## config.mk

```make
export PLATFORM = sky130hd
export DESIGN_NAME = coh_hub
export DESIGN_NICKNAME = d
export VERILOG_FILES = /design/src/rtl/coh_pkg.sv /design/src/rtl/coh_rst_sync.sv /design/src/rtl/coh_arb.sv /design/src/rtl/coh_line_table.sv /design/src/rtl/coh_store.sv /design/src/rtl/coh_hub.sv
export SDC_FILE = /design/constraint.sdc
export NUM_CORES = 1
export LEC_CHECK = 0
export BUFFER_PORTS_ARGS = -buffer_cell sky130_fd_sc_hd__buf_2
export CORE_ASPECT_RATIO = 0.9
export CORE_MARGIN = 2
export CORE_UTILIZATION = 25
export DETAILED_ROUTE_END_ITERATION = 6
export PLACE_DENSITY = 0.48
export SYNTH_ARGS = -nofsm -noshare
export SYNTH_HDL_FRONTEND = slang
export SYNTH_HIERARCHICAL = 1
export SYNTH_SLANG_ARGS = --single-unit
```

## constraint.sdc

```tcl
create_clock -name clk -period 7.7 [get_ports clk]
set_clock_uncertainty 0.1 [all_clocks]
set_input_delay 1.54 -clock clk [delete_from_list [all_inputs] [get_ports clk]]
set_output_delay 1.54 -clock clk [all_outputs]
set_load 0.1 [all_outputs]
```

## src/rtl/coh_pkg.sv

```systemverilog
package coh_pkg;

  typedef enum logic [2:0] {
    RD_SHARED  = 3'd0,
    RD_UNIQUE  = 3'd1,
    RD_ONCE    = 3'd2,
    RD_MKUNIQ  = 3'd3,
    RD_BARRIER = 3'd4
  } rd_op_e;

  typedef enum logic [2:0] {
    WR_INVAL   = 3'd0,
    WR_SHARE   = 3'd1,
    WR_UNIQ    = 3'd2,
    WR_EVICT   = 3'd3,
    WR_BARRIER = 3'd4
  } wr_op_e;

  typedef enum logic [1:0] {
    RSP_OK   = 2'd0,
    RSP_ERR  = 2'd1,
    RSP_DATA = 2'd2
  } rsp_kind_e;

  localparam logic PRB_INVAL = 1'b0;
  localparam logic PRB_SHARE = 1'b1;

  typedef struct packed {
    logic valid;
    logic uniq;
    logic owner;
  } hold_t;

  typedef enum logic [2:0] {
    S_IDLE, S_WRSP, S_PROBE, S_PWAIT, S_PWRSP, S_RRSP, S_ACKW
  } hub_st_e;

  function automatic hold_t mk_hold(input logic v, input logic u, input logic o);
    hold_t h;
    h.valid = v;
    h.uniq  = u;
    h.owner = o;
    return h;
  endfunction

endpackage

```

## src/rtl/coh_rst_sync.sv

```systemverilog
module coh_rst_sync (
  input  logic clk,
  input  logic arst_n,
  output logic rst_n
);
  logic [1:0] sync_q;

  always_ff @(posedge clk or negedge arst_n) begin
    if (!arst_n) sync_q <= 2'b00;
    else         sync_q <= {sync_q[0], 1'b1};
  end

  assign rst_n = sync_q[1];
endmodule

```

## src/rtl/coh_arb.sv

```systemverilog
module coh_arb #(
  parameter int NM = 2,
  localparam int MW = (NM > 1) ? $clog2(NM) : 1
) (
  input  logic          en,
  input  logic [NM-1:0] wr_req,
  input  logic [NM-1:0] rd_req,
  output logic          gnt_wr,
  output logic          gnt_rd,
  output logic [MW-1:0] gnt_idx
);
  // Fixed order: any write beats any read, lower index wins within a kind.
  always_comb begin
    gnt_wr  = 1'b0;
    gnt_rd  = 1'b0;
    gnt_idx = '0;
    if (en) begin
      if (|wr_req) begin
        gnt_wr = 1'b1;
        for (int i = NM - 1; i >= 0; i--) begin
          if (wr_req[i]) gnt_idx = MW'(i);
        end
      end else if (|rd_req) begin
        gnt_rd = 1'b1;
        for (int i = NM - 1; i >= 0; i--) begin
          if (rd_req[i]) gnt_idx = MW'(i);
        end
      end
    end
  end
endmodule

```

## src/rtl/coh_line_table.sv

```systemverilog
module coh_line_table
  import coh_pkg::*;
#(
  parameter int LINES = 12,
  parameter int AW    = 4,
  parameter int NM    = 2,
  localparam int MW   = (NM > 1) ? $clog2(NM) : 1,
  localparam int LW   = (LINES > 1) ? $clog2(LINES) : 1
) (
  input  logic                clk,
  input  logic                rst_n,
  input  logic [AW-1:0]       rd_addr,
  output hold_t [NM-1:0]      rd_hold,
  input  logic                we,
  input  logic [AW-1:0]       wr_addr,
  input  logic [MW-1:0]       wr_m,
  input  hold_t               wr_val
);
  localparam logic [AW:0] LIM = (AW+1)'(LINES);

  hold_t tbl_q [LINES][NM];
  logic  rd_in, wr_in;

  assign rd_in = {1'b0, rd_addr} < LIM;
  assign wr_in = {1'b0, wr_addr} < LIM;

  always_comb begin
    for (int m = 0; m < NM; m++) begin
      rd_hold[m] = rd_in ? tbl_q[rd_addr[LW-1:0]][m] : '0;
    end
  end

  always_ff @(posedge clk or negedge rst_n) begin
    if (!rst_n) begin
      for (int l = 0; l < LINES; l++) begin
        for (int m = 0; m < NM; m++) tbl_q[l][m] <= '0;
      end
    end else if (we && wr_in) begin
      tbl_q[wr_addr[LW-1:0]][wr_m] <= wr_val;
    end
  end
endmodule

```

## src/rtl/coh_store.sv

```systemverilog
module coh_store #(
  parameter int LINES = 12,
  parameter int AW    = 4,
  parameter int DW    = 16,
  localparam int LW   = (LINES > 1) ? $clog2(LINES) : 1
) (
  input  logic          clk,
  input  logic          rst_n,
  input  logic [AW-1:0] rd_addr,
  output logic [DW-1:0] rd_data,
  input  logic          we,
  input  logic [AW-1:0] wr_addr,
  input  logic [DW-1:0] wr_data
);
  localparam logic [AW:0] LIM = (AW+1)'(LINES);

  logic [DW-1:0] mem_q [LINES];
  logic          rd_in, wr_in;

  assign rd_in   = {1'b0, rd_addr} < LIM;
  assign wr_in   = {1'b0, wr_addr} < LIM;
  assign rd_data = rd_in ? mem_q[rd_addr[LW-1:0]] : '0;

  always_ff @(posedge clk or negedge rst_n) begin
    if (!rst_n) begin
      for (int l = 0; l < LINES; l++) mem_q[l] <= '0;
    end else if (we && wr_in) begin
      mem_q[wr_addr[LW-1:0]] <= wr_data;
    end
  end
endmodule

```

## src/rtl/coh_hub.sv

```systemverilog
module coh_hub
  import coh_pkg::*;
#(
  parameter int AW        = 4,
  parameter int DW        = 16,
  parameter int MEM_LINES = 12,
  parameter int IDW       = 3
) (
  input  logic            clk,
  input  logic            arst_n,
  input  logic [1:0]      rd_cmd_valid,
  output logic [1:0]      rd_cmd_ready,
  input  logic [5:0]      rd_cmd_op,
  input  logic [2*AW-1:0] rd_cmd_addr,
  output logic [1:0]      rd_rsp_valid,
  output logic [1:0]      rd_rsp_kind,
  output logic [DW-1:0]   rd_rsp_data,
  output logic            rd_rsp_unique,
  output logic            rd_rsp_owner,
  output logic            rd_rsp_dirty,
  input  logic [1:0]      rd_ack_valid,
  input  logic [1:0]      wr_cmd_valid,
  output logic [1:0]      wr_cmd_ready,
  input  logic [5:0]      wr_cmd_op,
  input  logic [2*AW-1:0] wr_cmd_addr,
  input  logic [2*DW-1:0] wr_cmd_data,
  input  logic [2*IDW-1:0] wr_cmd_id,
  output logic [1:0]      wr_rsp_valid,
  output logic [1:0]      probe_cmd_valid,
  input  logic [1:0]      probe_cmd_ready,
  output logic            probe_cmd_op,
  output logic [AW-1:0]   probe_cmd_addr,
  output logic [IDW-1:0]  probe_cmd_id,
  input  logic [1:0]      probe_rsp_valid
);
  localparam int NM = 2;
  localparam logic [AW:0] LIM = (AW+1)'(MEM_LINES);

  logic rst_n;
  coh_rst_sync u_rst (.clk(clk), .arst_n(arst_n), .rst_n(rst_n));

  // Per-master views of the flattened command buses.
  rd_op_e          rd_op_a   [NM];
  wr_op_e          wr_op_a   [NM];
  logic [AW-1:0]   rd_addr_a [NM];
  logic [AW-1:0]   wr_addr_a [NM];
  logic [DW-1:0]   wr_data_a [NM];
  logic [IDW-1:0]  wr_id_a   [NM];

  always_comb begin
    for (int i = 0; i < NM; i++) begin
      rd_op_a[i]   = rd_op_e'(rd_cmd_op[3*i +: 3]);
      wr_op_a[i]   = wr_op_e'(wr_cmd_op[3*i +: 3]);
      rd_addr_a[i] = rd_cmd_addr[AW*i +: AW];
      wr_addr_a[i] = wr_cmd_addr[AW*i +: AW];
      wr_data_a[i] = wr_cmd_data[DW*i +: DW];
      wr_id_a[i]   = wr_cmd_id[IDW*i +: IDW];
    end
  end

  // State registers and their next values.
  hub_st_e        st_q, st_nx;
  logic           req_m_q;
  rd_op_e         req_op_q;
  logic [AW-1:0]  req_addr_q;
  logic           prb_op_q, prb_op_nx;
  logic [IDW-1:0] prb_id_q, prb_id_nx;
  logic           load_req;

  logic idle, gnt_wr, gnt_rd, gnt_m;
  assign idle = (st_q == S_IDLE);

  coh_arb #(.NM(NM)) u_arb (
    .en(idle), .wr_req(wr_cmd_valid), .rd_req(rd_cmd_valid),
    .gnt_wr(gnt_wr), .gnt_rd(gnt_rd), .gnt_idx(gnt_m)
  );

  logic          cur_m, oth_m;
  logic [AW-1:0] look_addr;
  logic          look_bad;
  hold_t [NM-1:0] hold;

  assign cur_m     = idle ? gnt_m : req_m_q;
  assign oth_m     = ~cur_m;
  assign look_addr = !idle ? req_addr_q : (gnt_wr ? wr_addr_a[gnt_m] : rd_addr_a[gnt_m]);
  assign look_bad  = ({1'b0, look_addr} >= LIM);

  logic          t_we, t_m;
  hold_t         t_val;
  logic          m_we;
  logic [DW-1:0] m_data, m_rd;

  coh_line_table #(.LINES(MEM_LINES), .AW(AW), .NM(NM)) u_tbl (
    .clk(clk), .rst_n(rst_n), .rd_addr(look_addr), .rd_hold(hold),
    .we(t_we), .wr_addr(look_addr), .wr_m(t_m), .wr_val(t_val)
  );

  coh_store #(.LINES(MEM_LINES), .AW(AW), .DW(DW)) u_mem (
    .clk(clk), .rst_n(rst_n), .rd_addr(look_addr), .rd_data(m_rd),
    .we(m_we), .wr_addr(look_addr), .wr_data(m_data)
  );

  logic pw_match;
  assign pw_match = wr_cmd_valid[oth_m] && (wr_id_a[oth_m] == prb_id_q) &&
                    ((wr_op_a[oth_m] == WR_INVAL) || (wr_op_a[oth_m] == WR_SHARE));

  // Next-state, table and memory write decisions.
  always_comb begin
    st_nx        = st_q;
    load_req     = 1'b0;
    prb_op_nx    = prb_op_q;
    prb_id_nx    = prb_id_q;
    t_we         = 1'b0;
    t_m          = cur_m;
    t_val        = '0;
    m_we         = 1'b0;
    m_data       = wr_data_a[cur_m];
    rd_cmd_ready = '0;
    wr_cmd_ready = '0;
    case (st_q)
      S_IDLE: begin
        if (gnt_wr) begin
          wr_cmd_ready[gnt_m] = 1'b1;
          load_req = 1'b1;
          st_nx    = S_WRSP;
          if (!look_bad) begin
            case (wr_op_a[gnt_m])
              WR_INVAL: begin m_we = 1'b1; t_we = 1'b1; t_val = '0; end
              WR_SHARE: begin
                m_we = 1'b1; t_we = 1'b1;
                t_val = mk_hold(hold[cur_m].valid, 1'b0, hold[cur_m].owner);
              end
              WR_UNIQ:  m_we = 1'b1;
              WR_EVICT: begin t_we = 1'b1; t_val = '0; end
              default:  ;
            endcase
          end
        end else if (gnt_rd) begin
          rd_cmd_ready[gnt_m] = 1'b1;
          load_req = 1'b1;
          st_nx    = S_RRSP;
          if (!look_bad) begin
            case (rd_op_a[gnt_m])
              RD_SHARED: if (hold[oth_m].valid && (hold[oth_m].uniq || hold[oth_m].owner)) begin
                st_nx = S_PROBE; prb_op_nx = PRB_SHARE;
              end
              RD_ONCE: if (hold[oth_m].valid && hold[oth_m].owner) begin
                st_nx = S_PROBE; prb_op_nx = PRB_SHARE;
              end
              RD_UNIQUE, RD_MKUNIQ: if (hold[oth_m].valid) begin
                st_nx = S_PROBE; prb_op_nx = PRB_INVAL;
              end
              default: ;
            endcase
            if (st_nx == S_PROBE) prb_id_nx = prb_id_q + 1'b1;
          end
        end
      end
      S_WRSP:  st_nx = S_IDLE;
      S_PROBE: if (probe_cmd_ready[oth_m]) st_nx = S_PWAIT;
      S_PWAIT: begin
        if (pw_match) begin
          wr_cmd_ready[oth_m] = 1'b1;
          m_we   = 1'b1;
          m_data = wr_data_a[oth_m];
          t_we   = 1'b1;
          t_m    = oth_m;
          t_val  = (wr_op_a[oth_m] == WR_SHARE) ? mk_hold(1'b1, 1'b0, 1'b1) : '0;
          st_nx  = S_PWRSP;
        end else if (probe_rsp_valid[oth_m]) begin
          t_we  = 1'b1;
          t_m   = oth_m;
          t_val = (prb_op_q == PRB_SHARE) ?
                  mk_hold(hold[oth_m].valid, 1'b0, hold[oth_m].owner) : '0;
          st_nx = S_RRSP;
        end
      end
      S_PWRSP: st_nx = S_RRSP;
      S_RRSP: begin
        st_nx = S_ACKW;
        if (!look_bad) begin
          case (req_op_q)
            RD_SHARED: begin
              t_we  = 1'b1;
              t_val = hold[oth_m].valid ? mk_hold(1'b1, 1'b0, 1'b0) : mk_hold(1'b1, 1'b1, 1'b1);
            end
            RD_UNIQUE, RD_MKUNIQ: begin t_we = 1'b1; t_val = mk_hold(1'b1, 1'b1, 1'b1); end
            default: ;
          endcase
        end
      end
      S_ACKW:  if (rd_ack_valid[req_m_q]) st_nx = S_IDLE;
      default: st_nx = S_IDLE;
    endcase
  end

  // Registers.
  always_ff @(posedge clk or negedge rst_n) begin
    if (!rst_n) begin
      st_q       <= S_IDLE;
      req_m_q    <= 1'b0;
      req_op_q   <= RD_SHARED;
      req_addr_q <= '0;
      prb_op_q   <= PRB_INVAL;
      prb_id_q   <= '0;
    end else begin
      st_q     <= st_nx;
      prb_op_q <= prb_op_nx;
      prb_id_q <= prb_id_nx;
      if (load_req) begin
        req_m_q    <= gnt_m;
        req_op_q   <= rd_op_a[gnt_m];
        req_addr_q <= look_addr;
      end
    end
  end

  // Outputs decoded from state.
  logic data_op;
  assign data_op = (req_op_q == RD_SHARED) || (req_op_q == RD_UNIQUE) || (req_op_q == RD_ONCE);

  always_comb begin
    wr_rsp_valid    = '0;
    rd_rsp_valid    = '0;
    probe_cmd_valid = '0;
    if (st_q == S_WRSP)  wr_rsp_valid[req_m_q]  = 1'b1;
    if (st_q == S_PWRSP) wr_rsp_valid[~req_m_q] = 1'b1;
    if (st_q == S_PROBE) probe_cmd_valid[~req_m_q] = 1'b1;
    if (st_q == S_RRSP)  rd_rsp_valid[req_m_q]  = 1'b1;
    rd_rsp_kind   = RSP_OK;
    rd_rsp_unique = 1'b0;
    rd_rsp_owner  = 1'b0;
    rd_rsp_dirty  = 1'b0;
    rd_rsp_data   = '0;
    if (data_op) begin
      if (look_bad) begin
        rd_rsp_kind = RSP_ERR;
      end else begin
        rd_rsp_kind = RSP_DATA;
        rd_rsp_data = m_rd;
        if (req_op_q == RD_UNIQUE ||
            (req_op_q == RD_SHARED && !hold[oth_m].valid)) begin
          rd_rsp_unique = 1'b1;
          rd_rsp_owner  = 1'b1;
        end
      end
    end
  end

  assign probe_cmd_op   = prb_op_q;
  assign probe_cmd_addr = req_addr_q;
  assign probe_cmd_id   = prb_id_q;

  // Assertions next to the control they guard.
  assert_wr_rsp_next_R7: assert property (@(posedge clk) disable iff (!rst_n)
    (|(wr_cmd_valid & wr_cmd_ready)) |=> (wr_rsp_valid != 2'b00));

  assert_probe_hold_R3: assert property (@(posedge clk) disable iff (!rst_n)
    (|(probe_cmd_valid & ~probe_cmd_ready)) |=>
      ($stable(probe_cmd_valid) && $stable(probe_cmd_addr) && $stable(probe_cmd_id)));

  assert_no_rsp_in_probe_R3: assert property (@(posedge clk) disable iff (!rst_n)
    (|probe_cmd_valid) |-> (rd_rsp_valid == 2'b00));

  assert_unique_excl_R4: assert property (@(posedge clk) disable iff (!rst_n)
    ((|rd_rsp_valid) && rd_rsp_kind == RSP_DATA && rd_rsp_unique) |-> !hold[oth_m].valid);

  assert_wr_first_R9: assert property (@(posedge clk) disable iff (!rst_n)
    (|(rd_cmd_valid & rd_cmd_ready)) |-> (wr_cmd_valid == 2'b00));

  assert_lock_R10: assert property (@(posedge clk) disable iff (!rst_n)
    (|rd_rsp_valid) |=> (rd_cmd_ready == 2'b00 && wr_cmd_ready == 2'b00));

  assert_one_rsp_R10: assert property (@(posedge clk) disable iff (!rst_n)
    $onehot0(rd_rsp_valid) && $onehot0(rd_cmd_ready));

endmodule

```

Word level (Yosys, flattened, before mapping)
Cells that the tools add are included.
{"block": "word_totals", "regBits": 281, "input_bits": 78}
{"block": "classes", "addsub": 1, "n_lt_le_gt_ge": 18, "n_eq_ne": 25, "n_mux": 145, "n_bitwise": 10, "reduce_logical": 35}
{"cell": "$mux W16", "n": 14}
{"cell": "$bwmux W192", "n": 1}
{"cell": "$mux W3", "n": 41}
{"cell": "$bwmux W72", "n": 1}
{"cell": "$bmux W16 S4", "n": 1}
{"cell": "$demux W16 S4", "n": 1}
{"cell": "$mux W1", "n": 48}
{"cell": "$mux W4", "n": 8}
{"cell": "$eq A3 B2 Y1 const B", "n": 9}
{"cell": "$bmux W6 S4", "n": 1}
{"cell": "$demux W6 S4", "n": 1}
{"cell": "$mux W2", "n": 12}
{"cell": "$mux W6", "n": 3}
{"cell": "$pmux W3 S3", "n": 2}
{"cell": "$pmux W3 S6", "n": 1}
{"cell": "$eq A3 B1 Y1 const B", "n": 5}
{"cell": "$logic_not A3 Y1", "n": 5}
{"cell": "$logic_and A1 B1 Y1", "n": 13}
{"cell": "$lt A1 B2 Y1 const B", "n": 5}
{"cell": "$ne A2 B2 Y1 const B", "n": 5}
{"cell": "$eq A3 B3 Y1 const B", "n": 3}
{"cell": "$reduce_or A3 Y1", "n": 3}
{"cell": "$ge A2 B2 Y1 const B", "n": 4}
{"cell": "$not A1 Y2", "n": 4}
{"cell": "other kinds (26)", "n": 43}

Logic depth before layout (Yosys ltp)
Gate-level depths: netlist (run 1).
{"block": "depth", "ltp_word": 30, "depth_mapped": 21, "mapped_depth_nobuf": 15}

By module
Netlist (run 1), hierarchy kept.
{"mod": "coh_store", "instances": 1, "cells_each": 549, "area_per_inst_um2": 8749.6, "seq_area_each_um2": 4804.6}
{"mod": "coh_line_table", "instances": 1, "cells_each": 232, "area_per_inst_um2": 3488.3, "seq_area_each_um2": 1801.7}
{"mod": "coh_hub", "instances": 1, "cells_each": 230, "area_per_inst_um2": 2008.2, "seq_area_each_um2": 375.4}
{"mod": "coh_rst_sync", "instances": 1, "cells_each": 3, "area_per_inst_um2": 53.8, "seq_area_each_um2": 50.0}
{"mod": "coh_arb", "instances": 1, "cells_each": 7, "area_per_inst_um2": 50.0, "seq_area_each_um2": 0.0}

Worst setup path after synthesis (run 1)
Ideal clock, no wire load.
{"block": "synth_timing", "kind": "input to output", "start": "input port rd_cmd_valid[0]", "end": "output port rd_rsp_unique", "arrival_ns": 6.908, "required_ns": 6.060, "path_slack_ns": -0.848, "stages": 15, "n_path_buf": 4, "cell_sequence": "nand2b_1 > a21oi_1 > buf_2 > mux4_2 > nand2_1 > nand2_1 > buf_6 > buf_12 > mux4_2 > a22oi_1 > o21ai_1 > mux2i_1 > o21ai_0 > nor3_1 > buf_4"}
{"element": "from (decl)", "line_no": "coh_hub.sv:11", "text": "input logic [1:0] rd_cmd_valid,"}
{"element": "to (decl)", "line_no": "coh_hub.sv:18", "text": "output logic rd_rsp_unique,"}

==> results.cfg, run 1 <==
[status]
outcome = finished, final reports clean

[critical_path]
cp_max_fo = 23
critPathLaunch = st_q[1]
critical_path_class = reg2out
required_ps = 6060
start_kind = register
path_delay_family = multiplexers
arrival_ps = 5440
path_buf_inv = 3
worstPathCellList = buf_4 > or3_1 > inv_2 > nand2b_4 > a21oi_2 > mux4_2 > nand2_1 > nand2_4 > mux4_1 > a22oi_1 > o21ai_1 > mux2i_1 > o21ai_0 > nor3_2 > buf_2
worstSetupEndpointType = output port
critPathMaxStageDelay_ps = 580
worstReg2RegStart = st_q[1]
worst_path_max_delay_cell = or3_1

[timing]
max_freq_mhz = 141
fin_crit_sh_pct = 92.0
hold_ws_ps = 250
worst_pin_slew_ps = 1060
finalHoldViolations = 0
final_max_slew_viol_count = 0
finalCriticalPeriod_ps = 7080
setup_viol = 0
setup_tns_ps = 0
rsz0062_at_grt = false
maxSlewHeadroom_pct = 29.4

[die]
num_rows = 83
core_area_mm2 = 0.0569
io_pins = 117
die_area_mm2 = 0.0593
die_w_um = 257
initial_core_util_pct = 25.2
die_y_um = 231

[yosys]
syn_nets = 1100
synthArstFlopShare_pct = 100
ys_seq_area_share_pct = 49.0
yosysWarnings = 6
syn_area_mm2 = 0.0144
synth_edf_count = 0
ys_types = 68
synth-seq-cells = 281
syn_inst = 1021
ys.flop_type = dfrtp_1
avgSynthCellArea_um2 = 14.1

[global_routing]
grt_pass1_vias = 9406
grt_first_pass_wirelength_mm = 57.9
grt_usage_pct = 12.6
grt_overflow = 0
grt_max_degree = 170
antenna_found_initial = 1

[worst_hold_path]
hold_start = u_rst/sync_q[0]
hp-class = reg2reg

[power]
internal-power_mw = 3.65
switching_power_mw = 2.23
swShare_pct = 38.0
leakage_nw = 8.05
seqPwrFrac_pct = 32.5
comb_power_share_pct = 38.6
ir_drop_mv = 0.293
clockPowerShare_pct = 28.9
power_density_mw_per_mm2 = 344

[place]
place_area_mm2 = 0.0159
finalWeightedCongestion = 0.780
hpwl_mm = 23.5
io_buffers = 115

[route]
first_pass_iters = 4
drc = 0
routedWlPerCell_um = 19.5
viasPerCell = 4.63
vias = 8860
drtIter0Drc = 523
final_antenna_net_count = 0
routed_wl_mm = 37.4

[cells_and_area]
finish.utilization_pct = 30.0
layout-drive-gt1-share_pct = 50.3
layout_common_cells = dfrtp_1 (280), mux2_2 (259), buf_2 (105)
stdcell_area_mm2 = 0.0171
syn2layout_area_growth_pct = 19.1
nets = 1204
mostFrequentLayoutCell = dfrtp_1

[job]
drv_cap = 0

[clock_tree]
clkTransAtPathRegs_ps = 60
post-cts-setup-buffers = 0
cts_buffers = 35
root_buffer = clkbuf_16
clk_latency_ps = 540
clock_path_buffers = 3
cts-hold-fix-buffers = 0
htree_levels = 2
cts_sinks = 281
cts_tree = done
ctsResizeCount = 0
-- per-stage QoR --
stage	std cells	setup WS [ps]	power, mW
2_1_floorplan	1021	102	3.63
3_3_place_gp	1853	769	4.21
3_5_place_dp	1853	723	4.23
4_1_cts	1913	514	5.97
5_1_grt	1913	213	6.18
6_report	1914	616	5.88
-- cells in the mapped netlist, drive strengths merged (4+ instances only) --
master | n | area, µm²
mux2 | 289 | 3370
dfrtp | 281 | 7030
mux4 | 70 | 1630
clkbuf | 40 | 151
nand2 | 38 | 143
buf | 37 | 263
nor2 | 34 | 138
inv | 29 | 109
o21ai | 29 | 145
a22oi | 22 | 165
and3 | 18 | 113
mux2i | 14 | 140
nand2b | 11 | 78.8
nor3 | 10 | 80.1
nand3 | 8 | 40.0
nor2b | 7 | 43.8
or3 | 7 | 43.8
xnor2 | 7 | 80.1
a21oi | 6 | 30.0
nand3b | 5 | 37.5
nand4b | 5 | 43.8
o211ai | 4 | 30.0
-- final cells by class --
class	instances	area, µm²
antenna	1	2.50
clock buffer	52	1030
clock inverter	8	163
fill	5778	39800
inverter	29	109
multi-input combinational	634	6830
sequential	281	7040
tap	765	957
timing repair buffer	144	968
-- logic make-up (layout without fill, tap and decap cells) --
logic type | Yosys count | in the layout | share of synthesized area (%)
other | 2 | 3 | 0.0523
muxes | 373 | 373 | 35.8
AOI/OAI and AO/OA | 82 | 82 | 3.90
xor gates and xnor gates | 9 | 9 | 0.680
and+or+nand+nor | 167 | 167 | 6.84
DFF | 281 | 281 | 49.0
buffers and inverters | 106 | 233 | 3.64
adders and majority gates | 1 | 1 | 0.0872
-- layer usage --
| metal | vias up | share of wire, % | track usage (%) |
|---|---|---|---|
| met5 | - | 0.043 | 0 |
| met1 | 4674 | 47 | 17.3 |
| li1 | 4003 | - | - |
| met2 | 129 | 48 | 20.1 |
| met3 | 52 | 3.0 | 2.24 |
| met4 | 2 | 2.4 | 4.36 |
-- flip-flops by register name (all words and copies together), names as in the netlist --
| signal | flops |
|---|---|
| probe_cmd_id | 3 |
| u_rst/sync_q | 2 |
| u_mem/mem_q | 192 |
| probe_cmd_addr | 4 |
| req_op_q | 3 |
| req_m_q | 1 |
| u_tbl/tbl_q | 72 |
| st_q | 3 |
| probe_cmd_op | 1 |
-- power groups by stage --
stage               clock network [mW]  registers (mW)  logic, mW
finish                            1.70            1.91       2.27
global route                      1.81            1.95       2.42
CTS                               1.76            1.91       2.30
detailed placement                   0            1.94       2.30
global placement                     0            1.94       2.27
floorplan                            0            1.96       1.67
-- worst paths after layout --
path | to | slack [ps] | cells after the start
setup / recovery | rd_rsp_owner | 620 | 15
hold / removal | u_rst/sync_q[1] | 250 | 0
setup reg to reg | u_tbl/tbl_q[42] | 1830 | 18
hold reg to reg | u_rst/sync_q[1] | 250 | 0
max in group asynchronous | u_mem/mem_q[137] | 5840 | 1
min in group asynchronous | u_tbl/tbl_q[13] | 270 | 0
Note: power is estimated with default switching activity, not from simulation.
==> inputs of run 2 (changes only) <==
--- a/config.mk
+++ b/config.mk
@@ -10,8 +10,7 @@
 export CORE_MARGIN = 2
 export CORE_UTILIZATION = 25
 export DETAILED_ROUTE_END_ITERATION = 6
-export PLACE_DENSITY = 0.48
+export PLACE_DENSITY_LB_ADDON = 0.08
 export SYNTH_ARGS = -nofsm -noshare
 export SYNTH_HDL_FRONTEND = slang
-export SYNTH_HIERARCHICAL = 1
 export SYNTH_SLANG_ARGS = --single-unit
==> results.cfg, run 2 <==
[status]
outcome = finished, final reports clean

[global_routing]
grt_pass1_vias = 11741
grt_usage_pct = 17.5
grt_overflow = 0
grt_max_degree = 144
use_met2_pct = 28.3
grtUsageMet1_pct = 23.5
antenna_found_initial = 1
busiest_layer = met2
gr-usage-met3_pct = 2.62
grt_first_pass_wirelength_mm = 76.0

[yosys]
synth_edf_count = 0
yosysWarnings = 0
syn_inst = 1496
synth_area_leader_cell = dfrtp_1
synth-seq-cells = 281
synthArstFlopShare_pct = 100
ys.flop_type = dfrtp_1
ys_types = 66
synth_area_leaders = dfrtp_1 (50%), a21oi_1 (8.1%), mux2_2 (6.4%), nor2_1 (6.1%), nand2_1 (4.9%)
syn_area_mm2 = 0.0140
ys_seq_area_share_pct = 50.0
ys_top_cells_by_count = dfrtp_1 (281), nor2_1 (228), a21oi_1 (226)
avgSynthCellArea_um2 = 9.39
synth_most_common_cell = dfrtp_1
yosysTopAreaCellShare_pct = 50.0
syn_nets = 1575

[critical_path]
critical_path_class = in2out
worstReg2RegStart = st_q[1]
worst_path_max_delay_cell = buf_2
start_kind = input pin
worstSetupEndpointType = output port
cp_max_fo = 42
rr_endpoint = u_tbl.tbl_q[60]
critPathLaunch = wr_cmd_valid[0]
r2r.worst_path.cells = 11
critPathMaxStageDelay_ps = 530
cp_common_cell = buf_2
r2r_slack_ps = 2630
endpoint = rd_rsp_data[15]
required_ps = 6060
arrival_ps = 4930
worstPathCellList = buf_2 > or2_1 > a211oi_2 > o31a_2 > buf_12 > nand2_1 > and3_1 > a311oi_1 > o21ai_0 > a21oi_1 > buf_2

[clock_tree]
clkTransAtPathRegs_ps = 70
cts_tree = done
cts-hold-fix-buffers = 0
ctsResizeCount = 0
root_buffer = clkbuf_16
clock_path_buffers = 3
cts_buffers = 35
htree_levels = 2
cts_sinks = 281
post-cts-setup-buffers = 0
clk_latency_ps = 550

[die]
initial_core_util_pct = 25.3
num_rows = 82
core_area_mm2 = 0.0556
die_y_um = 229
die_area_mm2 = 0.0581
io_pins = 117
die_w_um = 254

[worst_hold_path]
hp-class = reg2async

[cells_and_area]
ff_latch_area_mm2 = 0.00704
final_cell_count_no_fill = 2362
syn2layout_area_growth_pct = 19.9
stdcell_area_mm2 = 0.0168
largest_reg_flops = 192
nets = 1660
multi_input_area_mm2 = 0.00658
fillers = 5880
layout-drive-gt1-share_pct = 22.4
regMostFlops = u_mem.mem_q
mostFrequentLayoutCell = dfrtp_1
finish.utilization_pct = 30.3
layout_common_cells = dfrtp_1 (280), nor2_1 (228), a21oi_1 (226)

[timing]
rsz0062_at_grt = false
finalCriticalPeriod_ps = 6570
fin_crit_sh_pct = 85.4
maxSlewHeadroom_pct = 24.0
worst_pin_slew_ps = 1140
setup_viol = 0
fin_ws_ps = 1130
final_max_slew_viol_count = 0
finalHoldViolations = 0
hold_ws_ps = 230
max_freq_mhz = 152
setup_tns_ps = 0

[place]
dp.cells = 2300
place_area_mm2 = 0.0157
hpwl_mm = 31.9
io_buffers = 115
dpl_worst_slack_ps = 1020
finalWeightedCongestion = 0.806

[power]
power_density_mw_per_mm2 = 438
clockPowerShare_pct = 22.7
seqPwrFrac_pct = 29.8
ir_drop_mv = 0.195
comb_power_share_pct = 47.5
leakage_nw = 7.55
internal-power_mw = 3.99
swShare_pct = 45.9
switching_power_mw = 3.39
power.total_mw = 7.38

[job]
drv_cap = 0

[route]
routed_wl_mm = 50.2
routedWlPerCell_um = 21.2
drc = 0
final_antenna_net_count = 0
viasPerCell = 4.92
vias = 11614
first_pass_iters = 5
drtIter0Drc = 702
-- run 2: area by class of cell --
class / count / area share [%]
multi-input cells: 1078 / 39.1
clock buffers: 54 / 6.16
inverters: 10 / 0.223
clock inverters: 7 / 0.616
well taps: 756 / 5.61
diodes: 1 / 0.0149
repair buffers: 175 / 6.54
flip-flops and latches: 281 / 41.8
-- run 2: how the worst min path moves through the flow --
stage / from / end / slack (ps) / depth (start not counted)
after floorplan: u_rst.sync_q[0] / u_rst.sync_q[1] / 230 / 0
after global placement: u_rst.sync_q[0] / u_rst.sync_q[1] / 230 / 0
after detailed placement: u_rst.sync_q[0] / u_rst.sync_q[1] / 240 / 0
after CTS: u_rst.sync_q[0] / u_rst.sync_q[1] / 250 / 0
after global routing: u_rst.sync_q[0] / u_rst.sync_q[1] / 260 / 0
final: u_rst.sync_q[1] / probe_cmd_id[0] / 230 / 0
-- run 2: power groups by stage --
stage | sequential, mW | combinational [mW] | clock, mW
after global routing | 2.26 | 3.82 | 1.80
after detailed placement | 2.22 | 3.55 | 0
final | 2.20 | 3.51 | 1.68
after floorplan | 2.24 | 2.29 | 0
after CTS | 2.20 | 3.56 | 1.74
after global placement | 2.23 | 3.54 | 0
-- run 2: worst max-delay path: cells and delay by family --
family,cells,cell delay [ps]
AO/OA/AOI/OAI,5,1780
AND/OR/NAND/NOR,3,590
buffers and inverters,3,990
-- run 2: kinds of logic after synthesis --
| kind of cell | after synthesis | share of synthesized area (%) |
|---|---|---|
| other | 2 | 0.0535 |
| buffers and inverters | 137 | 4.13 |
| multiplexers | 130 | 11.6 |
| flip-flops | 281 | 50.0 |
| XOR/XNOR | 9 | 0.561 |
| AND/OR/NAND/NOR | 549 | 16.8 |
| AO/OA/AOI/OAI | 387 | 16.7 |
| adder cells (fa/ha/maj) | 1 | 0.0890 |
-- run 2: per-layer routing --
| metal | part of all wire [%] | wire length, µm |
|---|---|---|
| met5 | 0 | 0 |
| met4 | 3.1 | 1570 |
| met2 | 48 | 24100 |
| met3 | 3.7 | 1870 |
| met1 | 45 | 22600 |
==> inputs of run 3 (changes only) <==
--- a/config.mk
+++ b/config.mk
@@ -10,7 +10,6 @@
 export CORE_MARGIN = 2
 export CORE_UTILIZATION = 25
 export DETAILED_ROUTE_END_ITERATION = 6
-export PLACE_DENSITY_LB_ADDON = 0.08
 export SYNTH_ARGS = -nofsm -noshare
 export SYNTH_HDL_FRONTEND = slang
 export SYNTH_SLANG_ARGS = --single-unit
==> constraint.sdc (replaced) <==
create_clock -name clk -period 6.2 [get_ports clk]
set_clock_uncertainty 0.1 [all_clocks]
set_input_delay 1.24 -clock clk [delete_from_list [all_inputs] [get_ports clk]]
set_output_delay 1.24 -clock clk [all_outputs]
set_load 0.1 [all_outputs]
==> results.cfg, run 3 (same netlist as run 2, synthesis figures left out) <==
[clock_tree]
clk_latency_ps = 570
clkTransAtPathRegs_ps = 60
clock_path_buffers = 3
root_buffer = clkbuf_16
cts_tree = done
cts_sinks = 281
ctsResizeCount = 0
post-cts-setup-buffers = 0
htree_levels = 1
cts_buffers = 30
cts-hold-fix-buffers = 0

[critical_path]
worstReg2RegStart = st_q[1]
r2r.worst_path.cells = 9
worstSetupEndpointType = output port
critical_path_class = reg2out
path_delay_family = compound AO/OA/AOI/OAI gates
critPathMaxStageDelay_ps = 650
worstPathCellList = or3_1 > a211oi_4 > nor2_4 > buf_4 > nand2_1 > a311oi_1 > a21oi_4 > a2111oi_2 > nor4_4 > buf_12
endpoint = rd_rsp_owner
worst_path_max_delay_cell = buf_4
required_ps = 4860
cp.depth = 10
r2r_slack_ps = 1180
start_kind = register
rr_endpoint = u_tbl.tbl_q[16]
path_buf_inv = 2
arrival_ps = 4460
critPathLaunch = st_q[1]
cp_max_fo = 56

[place]
hpwl_mm = 27.9
finalWeightedCongestion = 0.894
dpl_worst_slack_ps = 476
io_buffers = 115

[power]
power_density_mw_per_mm2 = 524
leakage_nw = 7.54
ir_drop_mv = 0.355

[timing]
final_max_slew_viol_count = 0
finalHoldViolations = 0
fin_ws_ps = 402
setup_tns_ps = 0
max_freq_mhz = 172
fin_crit_sh_pct = 93.5
setup_viol = 0
worst_pin_slew_ps = 1300
maxSlewHeadroom_pct = 12.3
finalCriticalPeriod_ps = 5800
rsz0062_at_grt = false

[cells_and_area]
mostFrequentLayoutCell = dfrtp_1
fillers = 5838
layout-drive-gt1-share_pct = 23.3
n_antenna_cell = 0
regMostFlops = u_mem.mem_q
largest_reg_flops = 192
nets = 1657
layout_common_cells = dfrtp_1 (280), nor2_1 (228), a21oi_1 (210)
syn2layout_area_growth_pct = 21.2

[route]
viasPerCell = 5.03
final_antenna_net_count = 0
routed-wl-met2_mm = 20.4
wl_met3_mm = 2.99
met1_length_mm = 18.6
first_pass_iters = 6
drc = 0
drtIter0Drc = 1035
maxUsedRoutingLayer = met4
vias = 11872
routed_wl_mm = 43.2
routedWlPerCell_um = 18.3

[global_routing]
grt_usage_pct = 14.6
grt_first_pass_wirelength_mm = 67.5
grt_pass1_vias = 11884
grt_max_degree = 165
grt_overflow = 0
antenna_found_initial = 0

[worst_hold_path]
hp-class = reg2async

[die]
num_rows = 82
die_area_mm2 = 0.0581
die_y_um = 229
die_w_um = 254
initial_core_util_pct = 25.3
core_area_mm2 = 0.0556
io_pins = 117

[job]
drv_cap = 0

[status]
outcome = finished, final reports clean
-- run 3: changes by cell type in the layout (fill, tap and decap cells not counted), moves of 3 or more --
| cell | change |
|---|---|
| a21oi_1 | -16 |
| a21oi_2 | +16 |
| buf_12 | +15 |
| buf_2 | -18 |
| buf_4 | +5 |
| clkbuf_1 | -5 |
| clkbuf_16 | -5 |
| clkbuf_8 | -3 |
| clkinv_2 | +3 |
-- run 3: cell type report --
class / instances / area [µm²] / area share, %
Sequential cell: 281 / 7040 / 41.3
Multi-Input combinational cell: 1078 / 6640 / 39.0
Timing Repair Buffer: 177 / 1350 / 7.92
Tap cell: 756 / 946 / 5.55
Clock buffer: 41 / 852 / 5.00
Clock inverter: 15 / 173 / 1.01
Inverter: 10 / 37.5 / 0.220
-- run 3: worst min-delay path by stage --
stage                            to  slack (ps)  depth (start not counted)
detailed placement  u_rst.sync_q[1]         240                          0
floorplan           u_rst.sync_q[1]         230                          0
finish              probe_cmd_id[1]         250                          0
global route        u_rst.sync_q[1]         280                          0
global placement    u_rst.sync_q[1]         240                          0
CTS                 u_rst.sync_q[1]         260                          0
-- run 3: metrics by stage --
step	std cells	area [µm²]	util, %	power, mW	hold WS, ps
6_report	2358	17000	30.6	8.93	249
5_1_grt	2358	17000	30.6	9.44	278
4_1_cts	2358	17000	30.6	8.96	255
3_5_place_dp	2302	16000	28.8	7.07	243
3_3_place_gp	2302	16000	28.8	6.99	238
2_1_floorplan	1496	14100	-	5.68	231
-- run 3: routing by layer --
layer,vias to the layer above,global-route usage (%)
met1,5883,19.9
li1,5458,-
met3,85,2.15
met5,-,0
met2,446,24.0
met4,0,4.39
-- run 3: where the power goes --
group          switching (mW)  internal, mW  total [mW]
clock network           0.788          1.06        1.84
registers               0.362          2.37        2.73
logic                    2.94          1.41        4.35
total                    4.09          4.84        8.93
